### src/rtl/uhf_tx_ctrl.sv
module uhf_tx_ctrl #(
  parameter int DIV         = 8,
  parameter int SYNC_STAGES = 2
) (
  input  logic       clk,
  input  logic       rst_n,
  input  logic       ask_in,
  input  logic       fsk_in,
  input  logic       en_driven,
  input  logic       en_level,
  input  logic       amp_ok,
  output logic [1:0] mode_o,
  output logic       osc_pll_en,
  output logic       pa_en,
  output logic       fsk_sw_closed,
  output logic       clk_out
);
  localparam int CW = $clog2(DIV);
  localparam logic [CW-1:0] PRE_RISE = CW'(DIV / 2 - 1);

  logic any_req, eff_en, up;
  logic [SYNC_STAGES-1:0] amp_sync;
  logic [CW-1:0] div_cnt;
  logic clk_gate;

  assign any_req = ask_in | fsk_in;
  assign eff_en  = en_driven ? en_level : any_req;

  always_comb begin
    if (eff_en)       mode_o = ask_in ? 2'd3 : 2'd2;
    else if (any_req) mode_o = 2'd1;
    else              mode_o = 2'd0;
  end

  assign up            = mode_o[1];
  assign osc_pll_en    = up;
  assign pa_en         = up & ask_in;
  assign fsk_sw_closed = up & ~fsk_in;

  always_ff @(posedge clk or negedge rst_n) begin
    if (!rst_n)   amp_sync <= '0;
    else if (!up) amp_sync <= '0;
    else          amp_sync <= {amp_sync[SYNC_STAGES-2:0], amp_ok};
  end

  always_ff @(posedge clk or negedge rst_n) begin
    if (!rst_n)   div_cnt <= '0;
    else if (!up) div_cnt <= '0;
    else          div_cnt <= div_cnt + 1'b1;
  end

  always_ff @(posedge clk or negedge rst_n) begin
    if (!rst_n)   clk_gate <= 1'b0;
    else if (!up) clk_gate <= 1'b0;
    else if (amp_sync[SYNC_STAGES-1] && div_cnt == PRE_RISE) clk_gate <= 1'b1;
  end

  assign clk_out = up & clk_gate & div_cnt[CW-1];
endmodule

### config.mk
export PLATFORM = sky130hd
export DESIGN_NAME = uhf_tx_ctrl
export DESIGN_NICKNAME = d
export VERILOG_FILES = /design/src/rtl/uhf_tx_ctrl.sv
export SDC_FILE = /design/constraint.sdc
export NUM_CORES = 1
export LEC_CHECK = 0
export ABC_AREA = 1
export ABC_CLOCK_PERIOD_IN_PS = 1060
export BUFFER_PORTS_ARGS = -buffer_cell sky130_fd_sc_hd__buf_2
export CORE_AREA = 2 2 39 41
export CTS_BUF_LIST = sky130_fd_sc_hd__clkbuf_8
export DETAILED_ROUTE_END_ITERATION = 8
export DIE_AREA = 0 0 41 43
export HOLD_SLACK_MARGIN = 0.1
export SYNTH_ARGS = -nofsm -noshare
export SYNTH_HDL_FRONTEND = slang
export SYNTH_SLANG_ARGS = --single-unit
### constraint.sdc
create_clock -name clk -period 1.06 [get_ports clk]
set_input_delay 0.053 -clock clk [delete_from_list [all_inputs] [get_ports clk]]
set_output_delay 0.053 -clock clk [all_outputs]
set_load 0.01 [all_outputs]
# After elaboration in Yosys (flattened, before gate mapping)
# Index checks and enable logic that the tools add are counted.
classes:
  n_bitwise: 6
  n_eq_ne: 2
  addsub: 1
  n_reduce_logical: 1
  muxes: 8
ops:
  columns: ["operator", "count"]
  rows:
  - ["$mux W1", 5]
  - ["$and A1 B1 Y1", 4]
  - ["$mux W2", 2]
  - ["$add A3 B1 Y3 const B", 1]
  - ["$eq A3 B2 Y1 const B", 1]
  - ["$mux W3", 1]
  - ["$ne A2 B1 Y1 const B", 1]
  - ["$logic_and A1 B1 Y1", 1]
  - ["$not A1 Y1", 1]
  - ["$or A1 B1 Y1", 1]
word_totals:
  out_inout_bits: 6
  word_cells: 21
  ff_bits: 6

# Longest topological paths before layout
depth:
  word_depth: 5
  ltp_mapped: 5
  depth_no_buf: 4

# Worst setup path before layout
# No wires, ideal clock.
synth_timing:
  path_type: "register to register"
  start: "register div_cnt[0]"
  end: "register clk_gate"
  path_slack_ps: 70
  stages_incl_launch_ff: 5
  required_time_ps: 941
  arrival_ps: 871
  period_less_slack_ps: 990
  path_cell_list: "dfrtp_1 -> ha_1 -> ha_1 -> a21oi_1 -> nor2_1"
synth_via:
  elab_chain_cells: 3
synth_rtl:
  columns: ["element", "line_no", "rtl"]
  rows:
  - ["from (decl)", "23", "logic [CW-1:0] div_cnt;"]
  - ["from (signal assigned)", "49", "else div_cnt <= div_cnt + 1'b1;"]
  - ["$eq A3 B2 Y1", "55", "else if (amp_sync[SYNC_STAGES-1] && div_cnt == PRE_RISE) clk_gate <= 1'b1;"]
  - ["$logic_and A1 B1 Y1", "55", null]
  - ["$ne A2 B1 Y1 (no line)", null, null]
  - ["to (signal assigned)", "53", "if (!rst_n) clk_gate <= 1'b0;"]
  - ["to (signal assigned)", "54", "else if (!up) clk_gate <= 1'b0;"]
  - ["to (signal assigned)", "55", null]
  - ["to (decl)", "24", "logic clk_gate;"]
# No other way between the ends.
# A chain may end at the register's enable or synchronous reset.

# Worst setup path in the final report
layout_timing:
  start: "register div_cnt[1]"
  end: "register clk_gate"
# Same word-level chain as after synthesis.

==> results.cfg <==
[power]
p_per_area_nw_per_um2 = 1760
vdd_drop_max_mv = 0.450
p_seq_share_pct = 37.6
p_clk_share_pct = 43.4
p_sw_uw = 188
switching_share_pct = 24.2
intPower_uw = 587
power.leakage_nw = 0.247
power_frac_comb_pct = 19.1

[placement]
dpl.hpwl_um = 376
port_buffers = 12
dpl_worst_slack_ns = 0.0167
globalplace.congestion = 0.630
post-place-cells = 61

[sta]
finalCriticalPeriod_ns = 1.00
fin_setup_tns_ns = 0
setup_viol = 0
fmax_ghz = 0.998
hold_violations = 0
min_period_over_period_pct = 94.5
drv_slew = 0
worstMarginPinSlew_ns = 0.140
skew_ns = 0.00111
fin_ws_ns = 0.0580
slew_headroom_pct = 90.6

[worst_setup_path]
critPathRequiredTime_ns = 1.17
cp_max_fo = 1
criticalPathCategory = reg -> reg
critPathMaxStageDelay_ns = 0.36
slowest_stage = dfrtp_1
cp_top_family = flip-flops
r2r_slack_ns = 0.06
worstPathCellList = ha_2, ha_2, a21oi_2, nor2_1
cp_common_cell = ha_2
cp-end-kind = register
cp_num_buf_inv = 0
start_kind = register
worstPathArrival_ns = 1.11

[cts]
root_buffer = clkbuf_8
tritoncts = yes
clkSinkCount = 6
worst_skew_pair.late_latency_ns = 0.22
cts.clk_slew.worst_paths_ns = 0.04
cts_buffers = 3
h-tree-depth = 1
cts.path.max_buffers = 2

[hold_path]
hold_class = in -> async

[grt]
antenna_found_initial = 0
grt_pass1_wl_um = 800
grt_max_degree = 11
track_usage_pct = 7.86
grt_overflow = 0
grt_pass1_vias = 217

[logic_synthesis]
synthTopCellsByArea = dfrtp_1 (52%), nor2_1 (13%), inv_1 (12%)
synth_most_common_cell = nor2_1
synth-edff-count = 0
synthesis.nets = 43
synth_top_area_share_pct = 51.9
syn-instance-count = 34
ys_seq_area_share_pct = 51.9
syn-cell-area_sq_um = 289
avgSynthCellArea_sq_um = 8.50
async_flop_share_pct = 100
synth_cell_types = 10
ys_warn_count = 0
synth_flop_cell = dfrtp_1
synthTopCellsByCount = nor2_1 (10), inv_1 (9), dfrtp_1 (6)
synth_largest_area_cell = dfrtp_1
ys_seq_elements = 6

[floorplanning]
fp.dieW_um = 41
row_count = 14
pin_count = 13
die_h_um = 43
dieArea_sq_um = 1760
core_sq_um = 1380
start_util_pct = 20.9

[drt]
first_pass_iters = 2
drtAntennaViolNets = 0
drc_errors = 0
vias = 242
drt_iter0_drc = 4
vias_per_cell = 3.61
wl_per_cell_um = 8.27
routed_wl_um = 554

[finish]
drive_gt1_share_pct = 41.2
nets = 62
post-route-util_pct = 31.7
num-fill-cells = 154
final_cell_count_no_fill = 67
antenna_cells = 0
area_growth_pct = 51.9

[job]
maxCapViolations = 0

[run_status]
status = completed
[power by group through the flow]
stage          Combinational (mW)  Sequential [mW]  Clock, mW
3_3_place_gp                0.125            0.290          0
5_1_grt                     0.177            0.297      0.365
2_1_floorplan              0.0866            0.286          0
3_5_place_dp                0.125            0.291          0
6_report                    0.148            0.291      0.336
4_1_cts                     0.131            0.288      0.349
[worst paths after layout]
check                                   end        start  cells past startpoint
worst max register to register     clk_gate   div_cnt[1]                      4
min in group clk                 div_cnt[0]    en_driven                      4
worst max-delay path               clk_gate   div_cnt[1]                      4
max in group asynchronous       amp_sync[0]        rst_n                      2
worst min-delay path             div_cnt[1]        rst_n                      2
worst min register to register  amp_sync[1]  amp_sync[0]                      2
[layer usage]
| metal | routed length (um) | GRT usage, % | share of wire (%) | vias up |
|---|---|---|---|---|
| met5 | 0 | 0 | 0 | - |
| met4 | 0 | 8.00 | 0 | 0 |
| met3 | 58 | 6.28 | 10 | 0 |
| met2 | 259 | 9.06 | 47 | 13 |
| met1 | 236 | 8.14 | 43 | 98 |
| li1 | - | - | - | 131 |
[registers in the layout, summed over array words and instances (netlist names)]
name	flops
clk_gate	1
amp_sync	2
div_cnt	3
[metrics by stage]
step,total power [mW],hold WS (ns),instance area (sq um)
3_3_place_gp,0.415,-0.120,362
6_report,0.775,0.184,439
5_1_grt,0.840,0.201,439
2_1_floorplan,0.373,-0.243,289
3_5_place_dp,0.416,-0.116,362
4_1_cts,0.768,0.190,423
[placed cells by master (no fill, tap or decap)]
| cell type | netlist | final |
|---|---|---|
| buf_4 | 1 | 1 |
| o21ai_0 | 1 | 1 |
| buf_2 | 0 | 12 |
| nand2_4 | 1 | 1 |
| nand2_2 | 1 | 1 |
| dlygate4sd3_1 | 0 | 2 |
| nand2_1 | 2 | 2 |
| ha_2 | 0 | 2 |
| inv_1 | 9 | 9 |
| clkbuf_8 | 0 | 3 |
| nor2_1 | 10 | 10 |
| dfrtp_1 | 6 | 6 |
| a21oi_2 | 0 | 1 |
[final cells by class]
type,count,area [sq um],area share [%]
multi-input combinational,18,106,24.2
sequential,6,150,34.2
clock buffer,3,41.3,9.40
tap,16,20.0,4.56
inverter,9,33.8,7.69
timing repair buffer,15,87.6,19.9
[cell families after synthesis]
group	Yosys count	share of synthesized area, %
AOI/OAI and AO/OA	2	3.46
buffers and inverters	10	14.3
DFF	6	51.9
and+or+nand+nor	14	21.6
adders and majority gates	2	8.66
[worst reg2reg max path: stages, from the launching register on]
cell	delay, ns
dfrtp_1	0.36
ha_2	0.18
ha_2	0.17
a21oi_2	0.13
nor2_1	0.04
[timing repair]
item	4_1_cts	5_1_grt
gates resized for setup	0	3
hold endpoints to repair	7	0
setup endpoints to repair	0	2
hold buffers	2	0
setup buffers	0	1
Note: power is estimated with default switching activity, not from simulation.
